==> config.mk <==
export PLATFORM = sky130hd
export DESIGN_NAME = stream_run_ctl
export DESIGN_NICKNAME = d
export VERILOG_FILES = /design/src/rtl/stream_run_ctl.sv
export SDC_FILE = /design/constraint.sdc
export NUM_CORES = 1
export LEC_CHECK = 0
export ABC_AREA = 1
export BUFFER_PORTS_ARGS = -buffer_cell sky130_fd_sc_hd__buf_4
export CORE_AREA = 4 4 41 43
export DETAILED_ROUTE_END_ITERATION = 7
export DIE_AREA = 0 0 45 47
export PLACE_DENSITY = 0.74
export SLEW_MARGIN = 20
export SYNTH_ARGS = -nofsm -noshare
export SYNTH_HDL_FRONTEND = slang
export SYNTH_SLANG_ARGS = --single-unit
==> constraint.sdc <==
create_clock -name clk -period 1.1 [get_ports clk]
set_clock_uncertainty 0.1 [all_clocks]
set_input_delay 0.055 -clock clk [delete_from_list [all_inputs] [get_ports clk]]
set_output_delay 0.055 -clock clk [all_outputs]
set_load 0.02 [all_outputs]
==> src/rtl/stream_run_ctl.sv <==
module stream_run_ctl (
  input  logic       clk,
  input  logic       rst_n,
  input  logic       cmd_vld,
  input  logic [2:0] cmd_op,
  input  logic       cfg_vld,
  input  logic       cfg_rate_zero,
  input  logic       dir_tx,
  input  logic       q_empty,
  input  logic       q_full,
  input  logic       blk_end,
  input  logic       xrun,
  output logic [2:0] state,
  output logic       eng_en,
  output logic       q_flush,
  output logic       cmd_ack,
  output logic       cmd_nak
);

  localparam logic [2:0] S_NRDY = 3'd0, S_RDY = 3'd1, S_RUN = 3'd2,
                         S_STP  = 3'd3, S_ERR = 3'd4;
  localparam logic [2:0] OP_START = 3'd0, OP_STOP = 3'd1, OP_DRAIN = 3'd2,
                         OP_DROP  = 3'd3, OP_PREP = 3'd4;

  logic [2:0] st, nxt;
  logic       drain_q, drain_n, ok, flush_n;
  logic       active, strobe, room;

  assign active = (st == S_RUN) || (st == S_STP);
  assign strobe = cmd_vld || cfg_vld;
  assign room   = dir_tx ? !q_empty : !q_full;

  always_comb begin
    nxt     = st;
    ok      = 1'b0;
    flush_n = 1'b0;
    drain_n = drain_q;
    if (active && xrun) begin
      nxt = S_ERR;
    end else begin
      if (st == S_STP && blk_end && (!drain_q || !dir_tx || q_empty))
        nxt = S_RDY;
      if (cmd_vld) begin
        case (cmd_op)
          OP_START: if (st == S_RDY && room) begin
            ok = 1'b1; nxt = S_RUN;
          end
          OP_STOP: if (st == S_RUN) begin
            ok = 1'b1; nxt = S_STP; drain_n = 1'b0;
          end
          OP_DRAIN: if (st == S_RUN) begin
            ok = 1'b1; nxt = S_STP; drain_n = 1'b1;
          end
          OP_DROP: if (st != S_NRDY) begin
            ok = 1'b1; nxt = S_RDY; flush_n = 1'b1;
          end
          OP_PREP: if (st == S_ERR) begin
            ok = 1'b1; nxt = S_RDY;
          end
          default: ok = 1'b0;
        endcase
      end else if (cfg_vld && (st == S_NRDY || st == S_RDY)) begin
        ok  = 1'b1;
        nxt = cfg_rate_zero ? S_NRDY : S_RDY;
      end
    end
  end

  always_ff @(posedge clk) begin
    if (!rst_n) begin
      st      <= S_NRDY;
      drain_q <= 1'b0;
      q_flush <= 1'b0;
      cmd_ack <= 1'b0;
      cmd_nak <= 1'b0;
    end else begin
      st      <= nxt;
      drain_q <= drain_n;
      q_flush <= flush_n;
      cmd_ack <= strobe && ok;
      cmd_nak <= strobe && !ok;
    end
  end

  assign state  = st;
  assign eng_en = active;

endmodule

==> results.md <==
* Status: finished with violations
* Failing checks: setup timing
* Synthesis Warnings at 0
* Final setup fails at 7
* Worst path slowest cell: dfxtp_4
* Die ar. at 2120 um2
* IO Port Bufs at 19
* Yosys top cell area share at 28.4%
* Adder-cell share of the synthesized area at 0%
* Die Ht at 47 um
* Drt total wl at 1580 um
* CTS buffer count at 3
* Tmin final at 1.23 ns
* Hold Fails Final Rpt at 0
* CTS tree: built
* Avg Inst Size Synth at 5.87 um2
* Largest cells by area after synthesis: dfxtp_1 (28%), nand2_1 (18%), nor2_1 (9.1%), inv_1 (8.4%), nand3_1 (7.1%)
* Core Area at 1300 um2
* Worst Slack Setup Final at -0.129 ns
* Total Routing Usage GR at 16.2%
* Peak Freq at 814 MHz
* Post-DR wirelength/cell at 11.6 um
* Antenna violations before repair at 0
* Core Rows at 13
* Vias in the first global route at 592
* Compound-gate portion of the synthesized area at 11.7%
* Hold Path End: state[0]$_SDFF_PP0_
* Largest net degree at the start of global routing at 7
* CTS Buffer Depth at 2
* Die Wd at 45 um
* Worst-path clk slew at 0.06 ns
* Most frequent cells in the layout: buf_4 (29), nand2_1 (20), nor2_1 (9), inv_1 (8)
* Slew @ Worst Pin at 0.256 ns
* Mapped Nets at 97
* Synth-to-layout area growth at 75.6%
* H-tree depth at 1
* Top Ports at 20
* DR iter-0 viols at 22
* Crit path from: state[1]$_SDFF_PP0_
* Crit path launch type: flip-flop
* Final antenna-violating net count at 0
* Maximum vdd drop at 0.563 mV
* Synthesis-stage register bit count at 7
* Worst hold path depth at 4
* Simple-gate share of the synthesized area at 50.0%
* R2r setup slk at -0.13 ns
* Max FO, Critical Path at 4
* Max Cap Viol at 0
* Power Total at 677 uW
* Antenna diodes at 0
* P_leak at 0.447 nW
* Post-route clock period utilization at 112%
* FF-to-FF path depth at 8
* Max_slew headroom at 82.7%
* PwrDens at 782 nW/um2
* Clock sink count at 7
* Synth Instances at 84
* Crit path DAT at 1.28 ns
* DR DRC count at 0
* Clk Latency, worst-skew pair at 0.26 ns
* HP Class: in2reg
* Min-delay src: cfg_rate_zero
* Reg2reg end: cmd_nak$_SDFF_PN0_
* Yosys cell types at 16
* Grt total ovfl at 0
* Combinational family with the most area after synthesis: simple AND/OR/NAND/NOR gates
* Worst r2r src: state[1]$_SDFF_PP0_
* XOR/XNOR Fraction of Synth Area at 0%
* Placer congestion estimate at 0.959
* Crit. End Element: flip-flop
* Post-synthesis sequential area ratio at 28.4%
* Multiplexer area fraction after synthesis at 0%
* Initial DRT Pass Iterations at 4
* Clock root cell: clkbuf_4
* Vias at 663
* Critical path class: reg2reg
* First-pass GRT wire length at 2480 um
* Most Frequent Cell on Critical Path: nor2_1
* Synth area leader: dfxtp_1
* Share of cells above drive strength 1 at 47.9%
* Commonest non-fill, non-tap cell in the layout: buf_4
* Setup WS pre-CTS at -0.153 ns
* Worst path max stage delay at 0.37 ns
* Vias/cell at 4.88
* Unrepaired setup endpoints after global routing: yes
* Req. time, crit path at 1.15 ns
* Max Slew Vio Count at 0
* Final Net Count at 135
* Worst path cell trace: inv_4 -> nand2_2 -> nor2_2 -> nand4_1 -> nand2_2 -> nor2_1 -> nor2_1 -> nor2_1
* Initial Util at 37.9%
* Post-DP HPWL at 1130 um
* Synthesized area at 493 um2
[cell families (layout without fill, tap and decap cells)]
family / Yosys count / after routing
and+or+nand+nor: 53 / 53
AOI/OAI and AO/OA: 11 / 11
buffers and inverters: 13 / 50
DFF: 7 / 7
[Yosys cell counts]
master and n:
o211ai_1 1, nor3_2 1, nand3_2 1, nand3b_1 1, nor3_1 2, inv_1 11
a21oi_1 4, nand2_1 23, o21ai_0 6, nand2_2 2, nor2_4 1, nor2_1 12
nand4_1 3, inv_2 2, nand3_1 7, dfxtp_1 7
[power breakdown]
group	leakage (nW)	switching, mW	total [mW]	internal, mW
sequential	0.0593	0.00660	0.263	0.257
combinational	0.370	0.0943	0.179	0.0846
clock	0.0177	0.102	0.235	0.133
total	0.447	0.203	0.677	0.474
[what timing repair did]
action | 4_1_cts | 5_1_grt
hold buffers | 1 | 1
setup buffers | 2 | 1
pin swaps | 2 | 3
setup endpoints to repair | 7 | 8
resized for setup | 12 | 11
hold endpoints to repair | 3 | 2
[area by class of cell]
type / count / area (um2)
multi-input cells: 64 / 352
flip-flops and latches: 7 / 151
fillers: 109 / 435
well taps: 15 / 18.8
repair buffers: 33 / 260
inverters: 13 / 56.3
clock inverters: 1 / 5.00
clock buffers: 3 / 22.5
[routing by layer]
metal / GRT usage (%) / wire length [um] / vias up
met5: 0 / 0 / -
met4: 3.51 / 6 / 0
met3: 6.13 / 127 / 2
met2: 26.6 / 781 / 23
met1: 20.4 / 661 / 290
li1: - / - / 348
[through the flow]
stage | area (um2) | hold WS (ns) | utilization, % | TNS, ns | instances
after detailed placement | 731 | 0.204 | 56.2 | -0.759 | 127
after floorplan | 502 | 0.0754 | - | -0.271 | 84
after global placement | 731 | 0.203 | 56.2 | -0.666 | 127
after CTS | 812 | -0.0536 | 62.4 | -0.613 | 134
final | 866 | 0.0126 | 66.5 | -0.746 | 136
after global routing | 866 | 0.0396 | 66.5 | -1.34 | 136
[worst max-delay path: cells and delay by family (launching register included)]
kind	cells	cell delay, ns
flops	1	0.37
buf+inv	1	0.07
simple gates	7	0.59
[worst max path at each step]
| stage | endpoint | slack (ns) | cells past startpoint |
|---|---|---|---|
| floorplan | drain_q$_SDFFE_PN0P_ | -0.09 | 8 |
| global placement | drain_q$_SDFFE_PN0P_ | -0.14 | 8 |
| detailed placement | state[2]$_SDFF_PN0_ | -0.15 | 8 |
| CTS | drain_q$_SDFFE_PN0P_ | -0.11 | 9 |
| global route | cmd_nak$_SDFF_PN0_ | -0.23 | 8 |
| finish | cmd_nak$_SDFF_PN0_ | -0.13 | 8 |
[registers in the layout, indices dropped and copies added (netlist names)]
| name | cells |
|---|---|
| drain_q | 1 |
| cmd_nak | 1 |
| q_flush | 1 |
| cmd_ack | 1 |
| state | 3 |
Power figures use the tool's default switching activity.
